### src/rtl/ram_delay_pkg.sv
package ram_delay_pkg;

  // Which end of the array a pointer counter starts from after reset.
  typedef enum logic {
    START_FIRST = 1'b0,
    START_LAST  = 1'b1
  } ptr_start_e;

  // Number of address bits needed to index a given number of entries.
  function automatic int unsigned addr_bits(input int unsigned entries);
    return (entries <= 1) ? 1 : $clog2(entries);
  endfunction

  // Next address along a circular array of 'entries' slots.
  function automatic int unsigned step_addr(input int unsigned cur,
                                            input int unsigned entries);
    return (cur >= entries - 1) ? 0 : cur + 1;
  endfunction

  // Input-to-output delay, in cycles, for a line of 'entries' slots:
  // (entries-1) cycles of pointer spacing plus the read register.
  function automatic int unsigned lag_cycles(input int unsigned entries);
    return (entries - 1) + 1;
  endfunction

  // True when a depth is a power of two and large enough to be useful.
  function automatic bit depth_ok(input int unsigned entries);
    return (entries >= 4) && ((entries & (entries - 1)) == 0);
  endfunction

endpackage

### src/rtl/dl_ptr_counter.sv
module dl_ptr_counter
  import ram_delay_pkg::*;
#(
  parameter int unsigned DEPTH = 16,
  parameter ptr_start_e  START = START_FIRST,
  localparam int unsigned AW   = addr_bits(DEPTH)
) (
  input  logic          clk,
  input  logic          rst,
  output logic [AW-1:0] addr
);

  logic [AW-1:0] reset_val;
  logic [AW-1:0] next_val;

  generate
    if (START == START_LAST) begin : g_start_last
      assign reset_val = AW'(DEPTH - 1);
    end else begin : g_start_first
      assign reset_val = '0;
    end
  endgenerate

  assign next_val = AW'(step_addr(32'(addr), DEPTH));

  always_ff @(posedge clk) begin
    if (rst) begin
      addr <= reset_val;
    end else begin
      addr <= next_val;
    end
  end

endmodule

### src/rtl/dl_dual_port_ram.sv
module dl_dual_port_ram
  import ram_delay_pkg::*;
#(
  parameter int unsigned WIDTH = 8,
  parameter int unsigned DEPTH = 16,
  localparam int unsigned AW   = addr_bits(DEPTH)
) (
  input  logic             clk,
  input  logic             rst,
  input  logic [AW-1:0]    waddr,
  input  logic [WIDTH-1:0] wdata,
  input  logic [AW-1:0]    raddr,
  output logic [WIDTH-1:0] rdata
);

  logic [WIDTH-1:0] store [DEPTH];

  // Write port: one entry per cycle, storage itself is never reset.
  always_ff @(posedge clk) begin
    store[waddr] <= wdata;
  end

  // Read port: registered, cleared by reset.
  always_ff @(posedge clk) begin
    if (rst) begin
      rdata <= '0;
    end else begin
      rdata <= store[raddr];
    end
  end

endmodule

### src/rtl/ram_delay_line.sv
module ram_delay_line
  import ram_delay_pkg::*;
#(
  parameter int unsigned WIDTH = 8,
  parameter int unsigned DEPTH = 16
) (
  input  logic             clk,
  input  logic             rst,
  input  logic [WIDTH-1:0] din,
  output logic [WIDTH-1:0] dout
);

  localparam int unsigned AW = addr_bits(DEPTH);

  generate
    if (!depth_ok(DEPTH)) begin : g_bad_depth
      $error("ram_delay_line: DEPTH must be a power of two and at least 4");
    end
  endgenerate

  // Named internal events, observed by the bound checker.
  logic [AW-1:0] wr_addr;
  logic [AW-1:0] rd_addr;

  // Write pointer begins on the last entry, read pointer on the first,
  // so the read side trails the newest sample by DEPTH-1 entries.
  dl_ptr_counter #(
    .DEPTH (DEPTH),
    .START (START_LAST)
  ) u_wr_ptr (
    .clk  (clk),
    .rst  (rst),
    .addr (wr_addr)
  );

  dl_ptr_counter #(
    .DEPTH (DEPTH),
    .START (START_FIRST)
  ) u_rd_ptr (
    .clk  (clk),
    .rst  (rst),
    .addr (rd_addr)
  );

  dl_dual_port_ram #(
    .WIDTH (WIDTH),
    .DEPTH (DEPTH)
  ) u_store (
    .clk   (clk),
    .rst   (rst),
    .waddr (wr_addr),
    .wdata (din),
    .raddr (rd_addr),
    .rdata (dout)
  );

endmodule

### config.mk
export PLATFORM = sky130hd
export DESIGN_NAME = ram_delay_line
export DESIGN_NICKNAME = d
export VERILOG_FILES = /design/src/rtl/ram_delay_pkg.sv /design/src/rtl/dl_ptr_counter.sv /design/src/rtl/dl_dual_port_ram.sv /design/src/rtl/ram_delay_line.sv
export SDC_FILE = /design/constraint.sdc
export NUM_CORES = 1
export LEC_CHECK = 0
export ABC_CLOCK_PERIOD_IN_PS = 1400
export BUFFER_PORTS_ARGS = -buffer_cell sky130_fd_sc_hd__buf_2
export CAP_MARGIN = 10
export CORE_AREA = 2 2 140 142
export DETAILED_ROUTE_END_ITERATION = 12
export DIE_AREA = 0 0 142 144
export PLACE_DENSITY = 0.42
export REMOVE_ABC_BUFFERS = 1
export SYNTH_ARGS = -nofsm -noshare
export SYNTH_HDL_FRONTEND = slang
export SYNTH_SLANG_ARGS = --single-unit
### constraint.sdc
create_clock -name clk -period 1.4 [get_ports clk]
set_clock_uncertainty 0.1 [all_clocks]
set_input_delay 0.14 -clock clk [delete_from_list [all_inputs] [get_ports clk]]
set_output_delay 0.14 -clock clk [all_outputs]
set_load 0.05 [all_outputs]
==> results by group <==
Outcome
  – Status: complete, but fails checks
  – Failing checks: negative setup slack

Timing
  – Measured slew at the worst slew-check pin: 0.2972 ns
  – Max Slew Vio Count: 0
  – Fin crit share: 1.076
  – Final setup vio count: 8
  – Final Hold Vio Count: 0
  – Setup tns final: -0.6137 ns
  – RSZ-0062 raised after global routing: yes
  – Max Freq: 663.8 MHz
  – Worst setup margin: -0.1065 ns
  – Max_slew headroom: 0.7962
  – Post-layout min period: 1.507 ns

Logic synthesis
  – Avg Inst Size Synth: 20.00 µm²
  – Library cells used by synthesis: 33
  – YS warnings: 0
  – Cell Area, Synth: 5600 µm²
  – Synth Instances: 280
  – Yosys reg bits: 144
  – Post-synthesis sequential area ratio: 0.7435

Drt
  – Drt first pass iters: 4
  – ANT nets after route: 0
  – Via density: 4.677
  – WL/cell: 19.54 µm
  – WL final: 11.61 mm
  – Vias: 2778
  – Initial DRC Count: 158
  – Post-route DRC violation count: 0

Place
  – HPWL Detailed: 7.681 mm
  – Placed Cells: 560
  – GPL Wtd Cong: 0.6823
  – Placement Setup Slack: -0.2227 ns
  – Port-buffer cells: 17

Cells and area
  – Syn-to-layout area delta: 29.49%
  – Multi-input gate area: 1524 µm²
  – Share of layout cells above drive strength 1: 0.4438
  – Fillcell total: 1740
  – Fin nets: 358
  – Final core occ: 0.3801
  – Fin cells: 594
  – Sequential Area: 4175 µm²
  – ANT cells: 0

Pwr
  – Final total power: 11.03 mW
  – Worst VDD drop: 0.9224 mV
  – Leak pwr: 2.385 nW
  – Pwr Density: 1520 nW/µm²

Clocking
  – Clock root buffer: clkbuf_16
  – Skew-Pair Late Insertion Delay: 0.41 ns
  – TritonCTS buffer count: 17
  – CTS tree: yes
  – Worst-path clk slew: 0.06 ns
  – CTS max path bufs: 2
  – H-tree depth: 4
  – CTS Sinks: 144

Setup path
  – R2r worst-path depth: 6
  – FF-to-FF setup slack: -0.11 ns
  – Critical path class: flop to flop
  – Critical path arrival: 1.75 ns
  – CP required: 1.64 ns
  – Critical R2R Capture: u_store.rdata[5]
  – Setup crit end kind: flop
  – Maximum net fanout on the critical path: 10
  – Startpoint types: flop
  – Reg2reg start: u_rd_ptr.addr[0]

GRT
  – Vias in the first global route: 2950
  – First-pass GRT wire length: 18.00 mm
  – Initial antenna violation count: 0
  – Largest net degree at the start of global routing: 21
  – Total gr overflow: 0
  – Total track usage: 0.1249

Die
  – Die width: 142 µm
  – Core area: 19080 µm²
  – IO Pins: 18
  – Die area: 20450 µm²
  – Initial Utilization: 0.2935
  – Row count: 51
  – Chip height: 144 µm

Hold path
  – Hold path endpoint: u_store.store[9][7]
  – Hold Crit Depth: 1
  – Startpoint of the worst hold path: din[7]
  – Hold crit path type: input pin to flop

Job
  – Total of max-cap violations: 0
[power by group]
group | internal (mW) | switching (mW) | leakage, nW
logic | 0.715 | 0.779 | 0.808
clock network | 2.75 | 1.59 | 0.281
registers | 5.06 | 0.121 | 1.30
total | 8.53 | 2.50 | 2.39
[worst max path at each step]
stage / start / depth (start not counted) / to
global route: u_rd_ptr.addr[0] / 6 / u_store.rdata[5]
CTS: u_rd_ptr.addr[0] / 6 / u_store.rdata[3]
floorplan: u_rd_ptr.addr[0] / 4 / u_store.rdata[0]
global placement: u_rd_ptr.addr[0] / 6 / u_store.rdata[5]
finish: u_rd_ptr.addr[0] / 6 / u_store.rdata[5]
detailed placement: u_rd_ptr.addr[0] / 6 / u_store.rdata[5]
[what timing repair did]
action | 4_1_cts | 5_1_grt
pin swaps | 2 | 5
hold buffers | 2 | 0
setup buffers | 1 | 2
hold endpoints to repair | 20 | 0
setup endpoints to repair | 133 | 122
gates resized for setup | 45 | 25
[critical path, cell delays in order, from the launching register on]
cell and delay [ns]:
dfxtp_4 0.36, buf_12 0.14, nor2b_4 0.13, buf_12 0.14, a221oi_4 0.32, o21ai_1 0.12, o21ai_1 0.10
[cells in the final DEF, fill, tap and decap left out, drive strengths merged, types with 3 or more instances in the layout]
master  synthesis  routed
buf            12      57
nor2            4       4
clkinv          0       4
clkbuf          3      25
mux4           23      23
and2           13      13
a221oi          8       8
ha              5       5
nor2b           3       3
dfxtp          16      16
edfxtp        128     128
o21ai          18      18
and3            5       5
mux2i          24      24
[through the flow]
step / hold WS, ns / instance area [µm²]
after detailed placement: 0.4263 / 6424
after CTS: 0.003153 / 7202
after floorplan: 0.1091 / 5489
after global routing: 0.005153 / 7252
after global placement: 0.4236 / 6424
final: 0.02467 / 7252
[layer usage]
layer / global-route usage / part of all wire / vias up
met3: 0.03940 / 0.035 / 16
met2: 0.2065 / 0.50 / 46
met1: 0.1537 / 0.44 / 1456
met5: 0 / 0 / -
met4: 0.04789 / 0.017 / 0
li1: - / - / 1260
[cells by family after synthesis]
group,after synthesis,synth area share
compound gates,30,0.04334
flops,144,0.7435
xor+xnor,2,0.003128
buf+inv,17,0.02122
fa+ha+maj,5,0.01117
simple gates,34,0.03619
mux,48,0.1414
[flip-flops by register name (all words and copies together), names as in the netlist]
signal and cells:
u_store.store 128, u_wr_ptr.addr 4, u_store.rdata 8, u_rd_ptr.addr 4
[area by class of cell]
| class | count | share of cell area |
|---|---|---|
| multi-input combinational | 119 | 0.2101 |
| inverter | 2 | 0.001035 |
| sequential | 144 | 0.5757 |
| clock buffer | 25 | 0.06694 |
| timing repair buffer | 59 | 0.09300 |
| tap | 238 | 0.04106 |
| clock inverter | 7 | 0.01208 |
[synth_stat cells]
master    number  area, µm²
mux4_1         6      157.7
o21ai_1       17      85.08
nor3_1         1      5.000
nor2_1         4      15.01
buf_2          6      30.03
o21bai_1       1      7.510
or2_1          1      6.260
dfxtp_1       16      320.3
edfxtp_1     128       3844
a311o_1        1      10.01
and3_1         5      31.28
clkbuf_1       2      7.510
inv_1          2      7.510
o21ai_0        1      5.000
clkbuf_2       1      5.000
a21oi_1        1      5.000
buf_1          1      3.750
buf_12         1      20.02
nand2_1        1      3.750
mux2i_1       24      240.2
mux2_1         1      11.26
mux4_2        17      382.9
ha_1           5      62.56
and2_1        13      81.33
nor2b_1        3      18.77
buf_6          4      45.04
a221o_1        1      10.01
or2_2          1      6.260
a221oi_2       8      120.1
xnor2_1        2      17.52
nor3b_1        2      15.01
nand2b_1       2      12.51
nand3b_1       1      7.510
Note: power is estimated with default switching activity, not from simulation.
